$ cat src/rtl/lduse_pkg.sv
package lduse_pkg;
  // Strobes from hazard control to the pipeline registers
  typedef struct packed {
    logic pcWrite;
    logic ifIdWrite;
    logic bubble;
  } strobe_t;
endpackage

$ cat src/rtl/lduse_ctrl.sv
module lduse_ctrl
  import lduse_pkg::*;
#(
  parameter int INSTR_W = 32,
  parameter int REG_W   = 5,
  parameter int RS_LSB  = 21,
  parameter int RT_LSB  = 16
) (
  input  logic               idExMemRead,
  input  logic [REG_W-1:0]   idExRt,
  input  logic [INSTR_W-1:0] ifIdInstr,
  output strobe_t            strobes
);
  localparam int NUM_SRC = 2;

  logic [NUM_SRC-1:0] srcMatch;
  logic               destLive;
  logic               hazard;

  for (genvar g = 0; g < NUM_SRC; g++) begin : g_src
    localparam int LSB = (g == 0) ? RS_LSB : RT_LSB;
    assign srcMatch[g] = (ifIdInstr[LSB +: REG_W] == idExRt);
  end

  assign destLive = (idExRt != '0);
  assign hazard   = idExMemRead && destLive && (|srcMatch);

  always_comb begin
    strobes.pcWrite   = !hazard;
    strobes.ifIdWrite = !hazard;
    strobes.bubble    = hazard;
  end
endmodule

$ cat src/rtl/lduse_dpath.sv
module lduse_dpath
  import lduse_pkg::*;
#(
  parameter int PC_W    = 32,
  parameter int PC_STEP = 4,
  parameter int INSTR_W = 32,
  parameter int CTRL_W  = 9,
  parameter int REG_W   = 5,
  parameter int RT_LSB  = 16
) (
  input  logic               clk,
  input  logic               rstN,
  input  strobe_t            strobes,
  input  logic [INSTR_W-1:0] fetchInstr,
  input  logic [CTRL_W-1:0]  decCtrl,
  output logic [PC_W-1:0]    pc,
  output logic [INSTR_W-1:0] ifIdInstr,
  output logic [CTRL_W-1:0]  idExCtrl,
  output logic [REG_W-1:0]   idExRt
);
  localparam logic [PC_W-1:0] STEP = PC_W'(PC_STEP);

  logic [CTRL_W-1:0] ctrlMuxed;

  assign ctrlMuxed = strobes.bubble ? '0 : decCtrl;

  always_ff @(posedge clk or negedge rstN) begin
    if (!rstN) begin
      pc        <= '0;
      ifIdInstr <= '0;
    end else begin
      if (strobes.pcWrite)   pc        <= pc + STEP;
      if (strobes.ifIdWrite) ifIdInstr <= fetchInstr;
    end
  end

  always_ff @(posedge clk or negedge rstN) begin
    if (!rstN) begin
      idExCtrl <= '0;
      idExRt   <= '0;
    end else begin
      idExCtrl <= ctrlMuxed;
      idExRt   <= ifIdInstr[RT_LSB +: REG_W];
    end
  end
endmodule

$ cat src/rtl/lduse_stall_pipe.sv
module lduse_stall_pipe
  import lduse_pkg::*;
#(
  parameter int PC_W        = 32,
  parameter int PC_STEP     = 4,
  parameter int INSTR_W     = 32,
  parameter int CTRL_W      = 9,
  parameter int REG_W       = 5,
  parameter int RS_LSB      = 21,
  parameter int RT_LSB      = 16,
  parameter int MEMREAD_BIT = 5
) (
  input  logic               clk,
  input  logic               rstN,
  input  logic [INSTR_W-1:0] fetchInstr,
  input  logic [CTRL_W-1:0]  decCtrl,
  output logic [PC_W-1:0]    pc,
  output logic [INSTR_W-1:0] ifIdInstr,
  output logic [CTRL_W-1:0]  idExCtrl,
  output logic [REG_W-1:0]   idExRt,
  output logic               pcWrite,
  output logic               ifIdWrite
);
  strobe_t strobes;

  lduse_ctrl #(
    .INSTR_W(INSTR_W), .REG_W(REG_W), .RS_LSB(RS_LSB), .RT_LSB(RT_LSB)
  ) u_ctrl (
    .idExMemRead(idExCtrl[MEMREAD_BIT]),
    .idExRt     (idExRt),
    .ifIdInstr  (ifIdInstr),
    .strobes    (strobes)
  );

  lduse_dpath #(
    .PC_W(PC_W), .PC_STEP(PC_STEP), .INSTR_W(INSTR_W), .CTRL_W(CTRL_W),
    .REG_W(REG_W), .RT_LSB(RT_LSB)
  ) u_dpath (
    .clk       (clk),
    .rstN      (rstN),
    .strobes   (strobes),
    .fetchInstr(fetchInstr),
    .decCtrl   (decCtrl),
    .pc        (pc),
    .ifIdInstr (ifIdInstr),
    .idExCtrl  (idExCtrl),
    .idExRt    (idExRt)
  );

  assign pcWrite   = strobes.pcWrite;
  assign ifIdWrite = strobes.ifIdWrite;
endmodule

$ cat config.mk
export PLATFORM = sky130hd
export DESIGN_NAME = lduse_stall_pipe
export DESIGN_NICKNAME = d
export VERILOG_FILES = /design/src/rtl/lduse_pkg.sv /design/src/rtl/lduse_ctrl.sv /design/src/rtl/lduse_dpath.sv /design/src/rtl/lduse_stall_pipe.sv
export SDC_FILE = /design/constraint.sdc
export NUM_CORES = 1
export LEC_CHECK = 0
export BUFFER_PORTS_ARGS = -buffer_cell sky130_fd_sc_hd__buf_2
export CAP_MARGIN = 0
export CORE_MARGIN = 2
export CORE_UTILIZATION = 49
export DETAILED_ROUTE_END_ITERATION = 8
export PLACE_DENSITY = 0.8
export SLEW_MARGIN = 20
export SYNTH_ARGS = -nofsm -noshare
export SYNTH_HDL_FRONTEND = slang
export SYNTH_SLANG_ARGS = --single-unit
$ cat constraint.sdc
create_clock -name clk -period 2.4 [get_ports clk]
set_input_delay 0.24 -clock clk [delete_from_list [all_inputs] [get_ports clk]]
set_output_delay 0.24 -clock clk [all_outputs]
set_load 0.02 [all_outputs]
After elaboration in Yosys (flattened, before gate mapping) --
Index checks and enable logic that the tools add are counted.
Cells by class: $add $sub $neg 1, eq/ne operators 2, muxes and demuxes 1, reductions and logical operators 5
Operator list (count):
- $add 32x3->32 const B | 1
- $eq 5x5->1 | 2
- $mux 9 | 1
- $reduce_bool 5->1 | 1
- $logic_and 1x1->1 | 2
- $reduce_or 2->1 | 1
- $logic_not 1->1 | 1
Word-level totals: register bits after elaboration 78, input port bits 43, logic and storage cells 13

Logic depth before layout (Yosys ltp) --
depth in word-level cells 4, depth in mapped cells 8, gate-level depth less buffers 6

Modules after synthesis --
From an unflattened synthesis, not the netlist that was laid out.
Unflattened totals: cells, all modules 226, area, all modules 3114.2 um^2
By module, submodules not included:
- lduse_dpath | instances 1, cells each 206, area each 2959.1 um^2, sequential area each 1901.8 um^2
- lduse_ctrl | instances 1, cells each 20, area each 155.1 um^2, sequential area each 0.0 um^2

Worst setup path after synthesis --
No wires, ideal clock.
kind reg2out, start point register u_dpath.idExRt[2], end point output port pcWrite, arrival 1.867 ns, required time 2.160 ns, path slack 0.293 ns, stages on the path, launching flop included 9, path buffers 3, cell sequence dfrtp_1 > xnor2_1 > nand3_1 > o22a_1 > buf_2 > nor2_4 > buf_2 > inv_1 > buf_4
On the way: word-level cells in the longest chain between the ends 4, elaborated cells between the ends (all ways) 7
RTL lines:
- start, declared | line lduse_dpath.sv:19 | output logic [REG_W-1:0] idExRt
- start signal, assigned | line lduse_dpath.sv:43 | idExRt <= ifIdInstr[RT_LSB +: REG_W];
- $eq 5x5->1 / $reduce_bool 5->1 (equally long branches) | line lduse_ctrl.sv:22, lduse_ctrl.sv:25
- $reduce_or 2->1 / $logic_and 1x1->1 (equally long branches) | line lduse_ctrl.sv:26 | assign hazard = idExMemRead && destLive && (|srcMatch);
- $logic_and 1x1->1 (*) | line lduse_ctrl.sv:26
- $logic_not 1->1 (*)
- end, declared | line lduse_stall_pipe.sv:21 | output logic pcWrite,
Every way passes the cells marked *; elsewhere a longest branch is shown, timed or not.

Final worst setup path --
start point register u_dpath.idExRt[1], end point output port pcWrite
On the way: word-level cells in the longest chain between the ends 4, elaborated cells between the ends (all ways) 7
RTL lines:
- $eq 5x5->1 / $reduce_bool 5->1 (equally long branches) | line lduse_ctrl.sv:22, lduse_ctrl.sv:25
- $reduce_or 2->1 / $logic_and 1x1->1 (equally long branches) | line lduse_ctrl.sv:26
- $logic_and 1x1->1 (*) | line lduse_ctrl.sv:26
- $logic_not 1->1 (*) | line lduse_ctrl.sv:29 | strobes.pcWrite = !hazard;
Marked as above.

==> results.md <==
- Status: finished, final reports clean
- Synth Register Bits: 76
- CTS tree: done
- Wire length on met1: approximately 3.0 mm
- Yosys top cell by area: dfrtp_1
- Max_slew headroom: between 30% and 40%
- Most common cell after layout, fill and taps aside: buf_2
- ANT cells: 0
- Tightest Hold Check Type: in2async
- Clk_lat worst skew: around 0.34 ns
- Initial Util: 51.3%
- Pins Over Slew Limit: 0
- Post-CTS setup buffers: 0
- Slew @ Worst Pin: 0.937 ns
- CP max stage delay: around 0.57 ns
- # setup viols final: 0
- Via-to-Cell Ratio: 5.36
- Final setup TNS: 0 ns
- H-tree Lvls: 3
- Area of the die: roughly 7400 um^2
- # resized after CTS: 0
- Cell area after synthesis: ~3300 um^2
- Ys Warns: 0
- Post-synth top area share: 57.4%
- Top Ports: around 120
- # DRC: 0
- Die Width: between 80 and 90 um
- Critical path launch point type: flip-flop
- Syn Area/Cell: 13.0 um^2
- # nets final: 417
- Critical path peak fanout: 35
- Post-synth EDFFs: 0
- CTS root buf: clkbuf_8
- Sequential cell area fraction in the yosys report: a little under three fifths
- Min cycle time layout: about 2.3 ns
- Most frequent cells in the layout: 119 x buf_2, 76 x dfrtp_1, 37 x xnor2_1
- Cell family with most CP delay: simple AND/OR/NAND/NOR gates
- Maximum VDD drop: between 400 and 500 uV
- Area grow syn2layout: 27.4%
- Storage cell area: roughly 1900 um^2
- Clock Path Buffers: 2
- MaxCap Viol Count: 0
- Wire per inst: between 15 and 20 um
- Main synth FF type: dfrtp_1
- Highest Signal Layer: met4
- Routed vias: 2438
- I/O Buffers: 120
- Total congestion overflow: 0
- Static Leak: between 1.5 and 2 nW
- Synth top area cells: dfrtp_1 57%, mux2_2 10%, xnor2_1 9.8%
- Met2 wire length: 3.65 mm
- Dpl hpwl: a little over 5 mm
- Syn Inst Count: ~250
- GRT Total Usage: 20.8%
- Post-route ant nets: 0
- Reg clk slew, reported paths: about 0.080 ns
- Slowest-stage cell, CP: or4_1
- Initial antenna violation count: 0
- Core area: roughly 6500 um^2
- FP Rows: 29
- Distinct cells, synth: 33
- Fillers: 499
- Worst path buffer plus inverter count: 3
- Unrepaired setup endpoints after global routing: false
- Total routed wirelength: roughly 7.4 mm
- Post-CTS Hold Fix Bufs: 0
- Final Hold Viols: 0
- Crit path cell chain: or4_1 > o21ai_2 > nor2_4 > buf_12 > inv_1 > buf_2
- Global-route wire length before repair: about 12 mm
- Cell Pwr Density: around 850 nW/um^2
- Vias in the first global route: roughly 2500
- DR WL met3: roughly 600 um
- Share of layout cells above drive strength 1: between 40% and 50%
- Final period util: a little over nine tenths
- Critical path endpoint category: output port
- Clk_skew: around 0.0036 ns
- Multi-input logic area: 1270 um^2
- Critical path data arrival time: approximately 2.0 ns
- Pin count of the biggest net entering global routing: 77
- Final GP Congestion: approximately 0.76
- CTS Sinks: 76
- Iter 0 DRT Violations: ~100
- Critical path class: reg2out
- WHS: approximately 0.032 ns
- Max frequency: around 0.44 GHz
- DRT Pass-1 Iters: 4
- Critical path data required time: between 2 and 2.5 ns
- CTS buffer count: 9
- Die height: roughly 86 um
- Ys async rst share: 100%
## power breakdown
part | total (mW) | switching [mW] | internal [mW]
registers | 1.53 | 0.131 | 1.40
logic | 0.671 | 0.407 | 0.264
clock network | 1.38 | 0.472 | 0.906
total | 3.58 | 1.01 | 2.57
## worst register-to-register path, cell delays in order, from the launching register on
cell     delay [ns]
dfrtp_1        0.43
or4_1          0.57
o21ai_2        0.21
buf_4          0.32
inv_1          0.11
a21oi_1        0.18
xor2_1         0.16
## metrics by stage
stage | util, % | cells | worst slack (ns) | cell area, um^2 | power [mW]
after floorplan | - | 255 | 0.293 | 3320 | 1.98
after global placement | 60.9 | 439 | 0.486 | 3930 | 2.21
after detailed placement | 60.9 | 439 | 0.413 | 3930 | 2.23
after CTS | 65.3 | 455 | 0.131 | 4220 | 3.62
after global routing | 65.3 | 455 | 0.0738 | 4220 | 3.75
final | 65.3 | 455 | 0.133 | 4220 | 3.58
## area by class of cell
class / count / area share, %
Inverter: 4 / 0.356
Clock inverter: 6 / 3.77
Timing Repair Buffer: 124 / 15.3
Tap cell: 77 / 2.28
Clock buffer: 10 / 3.02
Sequential cell: 76 / 45.1
Multi-Input combinational cell: 158 / 30.2
## registers in the layout, indices dropped and copies added (netlist names)
| register | flops |
|---|---|
| u_dpath.pc | 30 |
| u_dpath.idExCtrl | 9 |
| u_dpath.idExRt | 5 |
| u_dpath.ifIdInstr | 32 |
## cell usage after synthesis, types with 3 or more instances
cell type and n:
and2_1 3, clkbuf_1 4, xnor2_1 37, nor2b_1 9, buf_2 3, buf_4 5
buf_6 5, nand4_1 3, nand2_1 6, nor2_1 3, mux2_1 3, inv_1 4
and4_1 6, o21ai_0 8, nor3_1 3, and3_1 9, mux2_2 30, nand3_1 6
dfrtp_1 76, o2111ai_1 12, o211ai_1 7
## logic make-up (layout without fill, tap and decap cells)
| group | Yosys count | count (layout) | share of synthesized area, % |
|---|---|---|---|
| DFF | 76 | 76 | 57.4 |
| and+or+nand+nor | 52 | 52 | 9.48 |
| xor gates and xnor gates | 38 | 38 | 10.0 |
| muxes | 33 | 33 | 11.2 |
| AOI/OAI and AO/OA | 32 | 32 | 7.14 |
| buffers and inverters | 21 | 144 | 4.19 |
| adders and majority gates | 1 | 1 | 0.378 |
| other | 1 | 2 | 0.113 |
## layer usage
| layer | vias to the layer above | GRT usage [%] |
|---|---|---|
| li1 | 1133 | - |
| met1 | 1199 | 25.6 |
| met3 | 8 | 6.67 |
| met4 | 0 | 9.38 |
| met5 | - | 0 |
| met2 | 98 | 33.6 |
## worst paths after layout
path	startpoint	slack, ns	endpoint	depth (start not counted)
setup / recovery	u_dpath.idExRt[1]	0.13	pcWrite	6
hold / removal	rstN	0.03	u_dpath.pc[11]	1
setup reg to reg	u_dpath.idExRt[1]	0.34	u_dpath.pc[14]	6
hold reg to reg	u_dpath.ifIdInstr[19]	0.44	u_dpath.idExRt[3]	0
max in group asynchronous	rstN	1.76	u_dpath.pc[3]	1
min in group clk	fetchInstr[24]	0.11	u_dpath.ifIdInstr[24]	2
Power figures use the tool's default switching activity.
